**config.mk**
```make
export PLATFORM = sky130hd
export DESIGN_NAME = amp_ctrl_top
export DESIGN_NICKNAME = d
export VERILOG_FILES = /design/src/rtl/amp_ctrl_pkg.sv /design/src/rtl/amp_sync.sv /design/src/rtl/amp_delay_timer.sv /design/src/rtl/amp_fault_guard.sv /design/src/rtl/amp_ctrl_top.sv
export SDC_FILE = /design/constraint.sdc
export NUM_CORES = 1
export LEC_CHECK = 0
export BUFFER_PORTS_ARGS = -buffer_cell sky130_fd_sc_hd__buf_4
export CORE_ASPECT_RATIO = 1.1
export CORE_MARGIN = 5
export CORE_UTILIZATION = 40
export CTS_CLUSTER_DIAMETER = 100
export DETAILED_ROUTE_END_ITERATION = 10
export HOLD_SLACK_MARGIN = 0.06
export SLEW_MARGIN = 20
export SYNTH_ARGS = -nofsm -noshare
export SYNTH_HDL_FRONTEND = slang
export SYNTH_SLANG_ARGS = --single-unit
```
**constraint.sdc**
```tcl
create_clock -name clk -period 1.7 [get_ports clk]
set_input_delay 0.17 -clock clk [delete_from_list [all_inputs] [get_ports clk]]
set_output_delay 0.17 -clock clk [all_outputs]
set_load 0.005 [all_outputs]
```
**src/rtl/amp_ctrl_pkg.sv**
```systemverilog
`timescale 1ns/1ps
package amp_ctrl_pkg;

  typedef enum logic [2:0] {
    ST_OFF    = 3'd0,
    ST_INIT   = 3'd1,
    ST_MUTED  = 3'd2,
    ST_UNMUTE = 3'd3,
    ST_RUN    = 3'd4,
    ST_MUTING = 3'd5
  } amp_state_e;

  // cycles in a given number of microseconds at a clock given in kHz
  function automatic int unsigned us_to_cycles(int unsigned clk_khz, int unsigned us);
    return (clk_khz * us) / 1000;
  endfunction

endpackage

```
**src/rtl/amp_sync.sv**
```systemverilog
`timescale 1ns/1ps
module amp_sync #(
  parameter int         W       = 1,
  parameter logic [W-1:0] RST_VAL = '0
) (
  input  logic         clk,
  input  logic         rst_n,
  input  logic [W-1:0] d,
  output logic [W-1:0] q
);

  logic [W-1:0] stage1;

  always_ff @(posedge clk or negedge rst_n) begin
    if (!rst_n) begin
      stage1 <= RST_VAL;
      q      <= RST_VAL;
    end else begin
      stage1 <= d;
      q      <= stage1;
    end
  end

endmodule

```
**src/rtl/amp_delay_timer.sv**
```systemverilog
`timescale 1ns/1ps
module amp_delay_timer #(
  parameter int CW = 9
) (
  input  logic          clk,
  input  logic          rst_n,
  input  logic          load,
  input  logic [CW-1:0] load_val,
  output logic          done
);

  logic [CW-1:0] cnt, cnt_nxt;

  always_comb begin
    cnt_nxt = cnt;
    if (load)
      cnt_nxt = load_val;
    else if (cnt != '0)
      cnt_nxt = cnt - 1'b1;
  end

  always_ff @(posedge clk or negedge rst_n) begin
    if (!rst_n) cnt <= '0;
    else        cnt <= cnt_nxt;
  end

  assign done = (cnt == '0) && !load;

endmodule

```
**src/rtl/amp_fault_guard.sv**
```systemverilog
`timescale 1ns/1ps
module amp_fault_guard (
  input  logic clk,
  input  logic rst_n,
  input  logic warn_s,
  input  logic shut_s,
  input  logic cool_s,
  input  logic ocp_s,
  input  logic mute_s,
  output logic warn_lat,
  output logic shut_lat,
  output logic oc_lat
);

  logic mute_q;
  logic mute_rise;
  logic warn_nxt, shut_nxt, oc_nxt;

  assign mute_rise = mute_s && !mute_q;

  always_comb begin
    // set wins over clear in every latch
    warn_nxt = warn_lat;
    if (warn_s)      warn_nxt = 1'b1;
    else if (cool_s) warn_nxt = 1'b0;

    shut_nxt = shut_lat;
    if (shut_s)      shut_nxt = 1'b1;
    else if (cool_s) shut_nxt = 1'b0;

    oc_nxt = oc_lat;
    if (ocp_s)          oc_nxt = 1'b1;
    else if (mute_rise) oc_nxt = 1'b0;
  end

  always_ff @(posedge clk or negedge rst_n) begin
    if (!rst_n) begin
      mute_q   <= 1'b0;
      warn_lat <= 1'b0;
      shut_lat <= 1'b0;
      oc_lat   <= 1'b0;
    end else begin
      mute_q   <= mute_s;
      warn_lat <= warn_nxt;
      shut_lat <= shut_nxt;
      oc_lat   <= oc_nxt;
    end
  end

  assert_oc_clear_on_mute_R9: assert property (@(posedge clk) disable iff (!rst_n)
    $fell(oc_lat) |-> $past(mute_s && !mute_q && !ocp_s))
    else $error("overcurrent latch cleared without a mute release");

  assert_shut_clear_on_cool_R7: assert property (@(posedge clk) disable iff (!rst_n)
    $fell(shut_lat) |-> $past(cool_s))
    else $error("thermal shutdown released without cool flag");

endmodule

```
**src/rtl/amp_ctrl_top.sv**
```systemverilog
`timescale 1ns/1ps
module amp_ctrl_top
  import amp_ctrl_pkg::*;
#(
  parameter int CLK_KHZ     = 12288,
  parameter int MUTE_US     = 10,
  parameter int UNMUTE_US   = 34,
  parameter int STARTUP_CYC = 64
) (
  input  logic clk,
  input  logic rst_n,
  input  logic mute_n,
  input  logic temp_warn,
  input  logic temp_shut,
  input  logic temp_cool,
  input  logic ocp_hit,
  output logic mod_run,
  output logic stage_en,
  output logic err_shut_n,
  output logic err_warn_n,
  output logic err_oc_n
);

  // two synchronizer flops plus the state register
  localparam int LAT        = 3;
  localparam int MUTE_CYC   = int'(us_to_cycles(CLK_KHZ, MUTE_US)) - LAT;
  localparam int UNMUTE_CYC = int'(us_to_cycles(CLK_KHZ, UNMUTE_US)) - LAT;
  localparam int MAX_A      = (MUTE_CYC > UNMUTE_CYC) ? MUTE_CYC : UNMUTE_CYC;
  localparam int MAX_CYC    = (MAX_A > STARTUP_CYC) ? MAX_A : STARTUP_CYC;
  localparam int CW         = $clog2(MAX_CYC + 1);
  localparam logic [CW-1:0] LD_STARTUP = CW'(STARTUP_CYC - 1);
  localparam logic [CW-1:0] LD_MUTE    = CW'(MUTE_CYC - 1);
  localparam logic [CW-1:0] LD_UNMUTE  = CW'(UNMUTE_CYC - 1);

  logic       rst_int;
  logic [4:0] pins_s;
  logic       mute_s, warn_s, shut_s, cool_s, ocp_s;
  logic       warn_lat, shut_lat, oc_lat, blocked;
  logic       tmr_load, tmr_done;
  logic [CW-1:0] tmr_val;
  amp_state_e state, state_nxt;

  // reset: asserted asynchronously, released through two flops
  amp_sync #(.W(1), .RST_VAL(1'b0)) u_rst_sync (
    .clk(clk), .rst_n(rst_n), .d(1'b1), .q(rst_int)
  );

  amp_sync #(.W(5), .RST_VAL(5'b0)) u_pin_sync (
    .clk(clk), .rst_n(rst_int),
    .d({mute_n, temp_warn, temp_shut, temp_cool, ocp_hit}),
    .q(pins_s)
  );
  assign {mute_s, warn_s, shut_s, cool_s, ocp_s} = pins_s;

  amp_fault_guard u_faults (
    .clk(clk), .rst_n(rst_int),
    .warn_s(warn_s), .shut_s(shut_s), .cool_s(cool_s), .ocp_s(ocp_s), .mute_s(mute_s),
    .warn_lat(warn_lat), .shut_lat(shut_lat), .oc_lat(oc_lat)
  );

  amp_delay_timer #(.CW(CW)) u_timer (
    .clk(clk), .rst_n(rst_int),
    .load(tmr_load), .load_val(tmr_val), .done(tmr_done)
  );

  assign blocked = shut_lat || oc_lat;

  always_comb begin
    state_nxt = state;
    tmr_load  = 1'b0;
    tmr_val   = '0;
    case (state)
      ST_OFF: begin
        state_nxt = ST_INIT;
        tmr_load  = 1'b1;
        tmr_val   = LD_STARTUP;
      end
      ST_INIT:
        if (tmr_done) state_nxt = ST_MUTED;
      ST_MUTED:
        if (mute_s && !blocked) begin
          state_nxt = ST_UNMUTE;
          tmr_load  = 1'b1;
          tmr_val   = LD_UNMUTE;
        end
      ST_UNMUTE:
        if (blocked || !mute_s) state_nxt = ST_MUTED;
        else if (tmr_done)      state_nxt = ST_RUN;
      ST_RUN:
        if (blocked) state_nxt = ST_MUTED;
        else if (!mute_s) begin
          state_nxt = ST_MUTING;
          tmr_load  = 1'b1;
          tmr_val   = LD_MUTE;
        end
      ST_MUTING:
        if (blocked || tmr_done) state_nxt = ST_MUTED;
      default:
        state_nxt = ST_OFF;
    endcase
  end

  always_ff @(posedge clk or negedge rst_int) begin
    if (!rst_int) state <= ST_OFF;
    else          state <= state_nxt;
  end

  assign mod_run    = (state != ST_OFF) && (state != ST_INIT);
  assign stage_en   = (state == ST_RUN) || (state == ST_MUTING);
  assign err_shut_n = !shut_lat;
  assign err_warn_n = !warn_lat;
  assign err_oc_n   = !oc_lat;

  assert_fault_stops_stage_R10: assert property (@(posedge clk) disable iff (!rst_int)
    (oc_lat || shut_lat) |=> !stage_en)
    else $error("bridge driven while a fault is latched");

  assert_stage_needs_mod_R6: assert property (@(posedge clk) disable iff (!rst_int)
    stage_en |-> mod_run)
    else $error("bridge enabled with modulator stopped");

  assert_run_after_delay_R4: assert property (@(posedge clk) disable iff (!rst_int)
    $rose(stage_en) |-> $past(tmr_done))
    else $error("bridge enabled before unmute delay expired");

  assert_reset_quiet_R1: assert property (@(posedge clk)
    !rst_int |-> (!stage_en && !mod_run))
    else $error("outputs active during reset");

endmodule

```
==> results of run 1 <==
## worst max-delay path, delay by kind of cell (launching register included)
family	cells	cell delay [ns]
flops	1	0.42
simple gates	2	0.70
compound gates	2	0.42
## where the power goes
group	leakage [nW]	internal, mW	switching, mW
Sequential	0.343	0.686	0.00773
Clock	0.0210	0.131	0.193
Combinational	0.436	0.0383	0.0291
Total	0.800	0.856	0.230
## area by class of cell
cell class	instances	area, um2	area share [%]
Clock buffer	4	36.3	2.20
Inverter	11	41.3	2.51
Tap cell	34	42.5	2.58
Timing Repair Buffer	37	297	18.0
Sequential cell	28	701	42.5
Multi-Input combinational cell	70	531	32.2
## layer usage
layer  vias up  share of wire [%]
met2        23                 50
met4         0                1.1
met3         6                3.6
met1       477                 45
met5         -                  0
li1        478                  -
## synth_stat cells, types with 2 or more instances
library cell and count:
ha_1 2, or2_2 2, nor4b_1 2, dfrtp_1 28, clkbuf_1 2, nor2b_1 2, inv_1 11, xnor2_1 2
o21ai_0 7, a21o_1 3, a22oi_1 2, o31ai_1 2, or4_1 2, nor2_1 3, a31oi_1 2, a21oi_1 6
nor4_1 4, buf_2 2, nand2_1 8
## flip-flops by register name (all words and copies together), names as in the netlist
signal             cells
u_faults.oc_lat        1
u_pin_sync.stage1      5
u_pin_sync.q           5
u_rst_sync.q           1
u_timer.cnt            9
u_faults.mute_q        1
u_faults.shut_lat      1
u_rst_sync.stage1      1
u_faults.warn_lat      1
state                  3
## logic make-up (layout without fill, tap and decap cells)
family / after synthesis / count (layout) / share of synthesized area, %
fa+ha+maj: 2 / 2 / 2.04
xor+xnor: 2 / 2 / 1.43
mux: 1 / 1 / 0.816
compound gates: 31 / 31 / 16.7
other cells: 1 / 1 / 0.306
simple gates: 33 / 33 / 15.9
buf+inv: 16 / 52 / 5.71
flops: 28 / 28 / 57.1
## path summary, 6_finish.rpt
| path | endpoint | slack, ns | depth (start not counted) |
|---|---|---|---|
| setup / recovery | u_timer.cnt[1] | 0.05 | 4 |
| hold / removal | u_rst_sync.stage1 | 0.14 | 2 |
| setup reg to reg | u_timer.cnt[1] | 0.05 | 4 |
| hold reg to reg | u_pin_sync.stage1[4] | 0.24 | 1 |
| max in group asynchronous | u_timer.cnt[7] | 1.23 | 1 |
| min in group clk | u_pin_sync.q[1] | 0.37 | 0 |
## repair_timing
item,CTS,global route
gates cloned,0,0
resized for setup,3,15
endpoints found under the setup margin,7,8
hold buffers,6,0
pin swaps,0,6
hold endpoints to repair,7,0
==> parameters.txt, run 1 <==
Parameter                              Value

Synthesis
  Synth area leader ... dfrtp_1
  Count of mapped cells out of synthesis ... between 100 and 150
  Fraction of registers with async set or reset after synthesis ... 100%
  Distinct cells, synth ... between 40 and 50
  Net count after synthesis ... ~120
  Synth top area cells ... dfrtp_1 (57%), inv_1 (3.4%), o21ai_0 (2.9%), a21oi_1 (2.4%), nand2_1 (2.4%)
  Post-synthesis instance area ... about 1200 um2
  Post-synthesis average cell area ... 10.8 um2
  Part of the Yosys area used for sequential elements ... a little under three fifths
  Main synth FF type ... dfrtp_1
  Yosys top cell area share ... 57.1%
  Yosys reg bits ... 28
  Yosys warnings ... 0
  Number of synthesized flops with an enable pin ... 0

Route
  DRT iter0 DRCs ... 48
  Detailed Routing Iterations Pass 1 ... 4
  Post-route antenna net violation count ... 0
  Vias ... between 900 and 1000
  DRC violation count after routing ... 0
  Wire length reported by the detailed router ... about 2.5 mm
  Avg Vias per Cell ... roughly 5.3
  WL per Instance ... 13.8 um

Power
  Total power ... about 1.1 mW
  Power density of the placed cells ... approximately 660 nW/um2
  Maximum vdd drop ... approximately 0.6 mV
  Reported leakage power ... 0.800 nW

Placed design
  Total of buffers placed on input and output ports ... 11
  Post-placement setup slack ... -0.0765 ns
  Placer congestion estimate ... between 0.8 and 0.9
  Sum of net half-perimeters after detailed placement ... about 1.7 mm
  Area of placed instances ... between 1000 and 1500 um2
  Cells after DPL ... 174

Floorplanning
  Core Footprint ... 3000 um2
  Number of top-level pins ... 12
  Vertical die dimension ... 68.1 um
  Die extent in x ... roughly 63 um
  Effective utilization at floorplan ... 41.0%
  # rows ... 21
  Die Outline Area ... roughly 4300 um2

CTS
  Level count of the clock H-tree ... 1
  Clock Tree Root ... clkbuf_4
  TritonCTS Buffers ... 3
  CTS tree ... yes
  Clock network latency to the later pin of the worst-skew pair ... about 0.32 ns
  Number of setup buffers added after CTS ... 0
  Sinks on the clock net ... 28
  Clock transition at the registers of the reported paths ... 0.15 ns
  Clock Tree Buf Depth ... 2

Critical path
  Startpoint type of the worst setup path ... flip-flop
  Beginning of the worst register-to-register path ... u_faults.shut_lat
  Highest-delay cell along the critical path ... or4b_4
  Ordered cell list for the critical path ... or4b_4 > a31o_1 > and2_4 > a22o_1
  Highest cell delay on the worst timing path ... 0.55 ns
  Crit path capture type ... flip-flop
  CP startpoint ... u_faults.shut_lat
  Highest fanout seen on the critical path ... 3
  Arrival time of data at the critical path endpoint ... 1.87 ns
  Type of the setup path with the least slack ... flip-flop to flip-flop
  Worst EP required ... slightly below 2 ns

Finish
  ANT cells ... 0
  Number of cells in the finished layout apart from fillers ... ~180
  Total Nets Final ... 160
  Most common library cell in the layout ignoring fill and taps ... buf_4
  # fillers ... 266
  P&R area growth vs syn ... 34.3%
  Post-Route Utilization ... between 50% and 60%
  Commonest cells after routing, fill and taps aside ... buf_4 (30), dfrtp_1 (28), inv_1 (9), nand2_1 (8)
  Fraction of layout cells with a size suffix above 1 ... about a third
  Post-Layout Inst Area ... 1650 um2

Timing
  Hold Slack ... 0.139 ns
  Post-route clock skew ... 0.00161 ns
  Max frequency ... 0.608 GHz
  RSZ-0062 raised after global routing ... yes
  Final critical-path share of the clock period ... a little over nine tenths
  Number of max-slew violations in the final report ... 0
  Aggregate negative setup slack ... 0 ns
  Total count of hold-check failures in the final report ... 0
  Final worst setup slack ... about 0.054 ns
  Shortest clock period the worst path allows after layout ... roughly 1.6 ns
  Setup violations, final ... 0

GRT
  Number of global-route vias before repair ... roughly 1000
  GRT overflow ... 0
  Pin count of the biggest net entering global routing ... 27
  GR peak layer ... met2
  Met1 Usage GRT ... between 15 and 20%
  Met2 track demand over resource in global routing ... about 23%
  M3 GR Usage ... about 2.3%
  Initial antenna violation count ... 0
  GRT Resource Usage Total ... a little over an eighth
  Wire length of the first global-routing pass ... between 4 and 5 mm

Worst hold path
  Hold Path Class ... input port to async pin

Run status
  Status ... completed

Job
  Maximum Capacitance Violations ... 0
Note: power is estimated with default switching activity, not from simulation.
==> run 2: changes to the inputs <==
Settings changed: CELL_PAD_IN_SITES_DETAIL_PLACEMENT from default to 1, CELL_PAD_IN_SITES_GLOBAL_PLACEMENT from default to 2, PLACE_DENSITY_LB_ADDON from default to 0.1.
==> parameters.txt, run 2 (synthesized netlist as in run 1, its figures left out) <==
Parameter                              Value

Timing
  Post-route clock skew ... 0.00103 ns (-0.000577 ns)
  Final critical-path share of the clock period ... 96.9% (+0.12 points)
  RSZ-0062 raised after global routing ... yes
  Setup violations, final ... 0 (unchanged)
  Aggregate negative setup slack ... 0 ns (unchanged)
  Max frequency ... 0.607 GHz (-0.12%)
  Number of max-slew violations in the final report ... 0 (unchanged)
  Total count of hold-check failures in the final report ... 0 (unchanged)
  Shortest clock period the worst path allows after layout ... 1.65 ns (+0.00205 ns)

Critical path
  Type of the setup path with the least slack ... flip-flop to flip-flop
  Register-to-Register Path Depth ... 5 (+1)
  Internal reg-to-reg setup slack ... 0.05 ns (about the same)
  Highest fanout seen on the critical path ... 4 (+1)
  Crit path capture type ... flip-flop
  Worst EP required ... 1.93 ns (about the same)
  Arrival time of data at the critical path endpoint ... 1.88 ns (about the same)
  Capturing point of the worst reg2reg path ... u_timer.cnt[5]
  Startpoint type of the worst setup path ... flip-flop
  Beginning of the worst register-to-register path ... u_timer.cnt[0]

CTS
  TritonCTS Buffers ... 3 (unchanged)
  Level count of the clock H-tree ... 1 (unchanged)
  Clock Tree Buf Depth ... 2 (unchanged)
  Clock network latency to the later pin of the worst-skew pair ... 0.32 ns (about the same)
  CTS tree ... yes
  Sinks on the clock net ... 28 (unchanged)
  Clock Tree Root ... clkbuf_4
  Clock transition at the registers of the reported paths ... 0.15 ns (about the same)

Finish
  Most common library cell in the layout ignoring fill and taps ... buf_4
  ANT cells ... 0 (unchanged)
  Max FFs per register ... 9 (unchanged)
  Total Nets Final ... 164 (+2.5%)
  Post-Route Utilization ... 56.6% (+1.6 points)
  P&R area growth vs syn ... 38.2%
  Post-Layout Inst Area ... 1700 um2 (+3.0%)
  Largest registers ... u_timer.cnt: 9 flops, u_pin_sync.q: 5 flops, u_pin_sync.stage1: 5 flops
  Number of cells in the finished layout apart from fillers ... 188 (+2.2%)
  # fillers ... 324 (+22%)
  Commonest cells after routing, fill and taps aside ... buf_4 (35), dfrtp_1 (28), inv_1 (9), nand2_1 (8), dlygate4sd3_1 (6)
  Biggest register ... u_timer.cnt
  Fraction of layout cells with a size suffix above 1 ... 38.3% (+3.6 points)

Power
  Reported leakage power ... 0.819 nW (+2.4%)
  Switching part of the total power ... 19.5% (-1.7 points)
  Share of power burned in the clock network ... 36.0% (+6.1 points)
  Power density of the placed cells ... 705 nW/um2 (+7.1%)
  Sequential fraction of design power ... 58.1% (-5.8 points)
  Internal Power ... 964 uW (+13%)
  Reported net switching power ... 233 uW (+1.3%)
  Maximum vdd drop ... 0.541 mV (-12%)
  Total power ... 1.20 mW (+10%)
  Combinational share of power ... 5.8% (-0.4 points)

Placed design
  Total of buffers placed on input and output ports ... 11 (unchanged)
  Cells after DPL ... 175 (+0.57%)
  Area of placed instances ... 1480 um2 (+0.51%)
  Sum of net half-perimeters after detailed placement ... 2.11 mm (+23%)
  Placer congestion estimate ... 0.788 (-8.9%)

GRT
  GRT overflow ... 0 (unchanged)
  Initial antenna violation count ... 0 (unchanged)
  Wire length of the first global-routing pass ... 5.02 mm (+12%)
  Number of global-route vias before repair ... 1057 (+6.2%)
  GRT Resource Usage Total ... 14.9% (+1.5 points)
  Pin count of the biggest net entering global routing ... 27 (unchanged)

Floorplanning
  Number of top-level pins ... 12 (unchanged)
  Die extent in x ... 62.8 um (unchanged)
  # rows ... 21 (unchanged)
  Core Footprint ... 3000 um2 (unchanged)
  Vertical die dimension ... 68.1 um (unchanged)
  Effective utilization at floorplan ... 41.0% (unchanged)
  Die Outline Area ... 4280 um2 (unchanged)

Route
  DRC violation count after routing ... 0 (unchanged)
  Wire length reported by the detailed router ... 2.91 mm (+15%)
  WL per Instance ... 15.5 um (+12%)
  Vias ... 989 (+0.51%)
  Avg Vias per Cell ... 5.26 (-1.6%)
  Post-route antenna net violation count ... 0 (unchanged)
  Detailed Routing Iterations Pass 1 ... 3 (-1)
  DRT iter0 DRCs ... 23 (-52%)

Worst hold path
  Hold Path Class ... input port to async pin

Job
  Maximum Capacitance Violations ... 0 (unchanged)

Run status
  Status ... completed
-- run 2: layout make-up --
| cell class | count | area (um2) | area share (%) |
|---|---|---|---|
| Multi-Input combinational cell | 70 | 537 | 31.6 |
| Timing Repair Buffer | 41 | 323 | 19.0 |
| Tap cell | 34 | 42.5 | 2.51 |
| Clock buffer | 3 | 22.5 | 1.33 |
| Clock inverter | 1 | 30.0 | 1.77 |
| Sequential cell | 28 | 701 | 41.3 |
| Inverter | 11 | 41.3 | 2.43 |
-- run 2: power by group through the flow --
| stage | logic, mW | clock network [mW] | registers [mW] |
|---|---|---|---|
| after floorplan | 0.0131 | 0 | 0.716 |
| after global placement | 0.0550 | 0 | 0.707 |
| after detailed placement | 0.0556 | 0 | 0.709 |
| after CTS | 0.0693 | 0.443 | 0.696 |
| after global routing | 0.0787 | 0.481 | 0.699 |
| final | 0.0698 | 0.431 | 0.696 |
-- run 2: through the flow --
step	worst slack, ns	hold WS, ns
6_report	0.0520	0.175
5_1_grt	-0.0382	0.148
4_1_cts	0.00148	0.147
3_5_place_dp	-0.150	-0.0455
3_3_place_gp	-0.0725	-0.0477
2_1_floorplan	-0.0351	-0.126
-- run 2: worst max path at each step --
stage | from | endpoint | slack (ns) | cells after the start
CTS | u_faults.oc_lat | u_timer.cnt[1] | 0.001 | 4
detailed placement | u_timer.cnt[0] | state[1] | -0.15 | 7
global placement | u_timer.cnt[0] | state[2] | -0.07 | 7
global route | u_timer.cnt[0] | state[2] | -0.04 | 7
floorplan | u_faults.shut_lat | u_timer.cnt[1] | -0.04 | 5
finish | u_timer.cnt[0] | u_timer.cnt[5] | 0.05 | 5
-- run 2: what timing repair did --
action                                  CTS  global route
pin swaps                                 0             5
hold endpoints to repair                  7             0
buffers inserted                          2             1
hold buffers                              6             0
resized for setup                         6            16
endpoints found under the setup margin    9             8
-- run 2: metal layers --
metal | share of wire, % | track usage, % | up-vias
met2 | 54 | 26.9 | 6
met3 | 1.7 | 2.46 | 2
met1 | 43 | 18.6 | 500
met4 | 0.69 | 3.98 | 0
li1 | - | - | 481
met5 | 0 | 0 | -
-- run 2: worst max-delay path, cell delays in order (launching register included) --
cell and delay (ns):
dfrtp_1 0.42, buf_4 0.14, or4_4 0.48, o21ai_0 0.20
a22oi_1 0.10, a31o_2 0.22
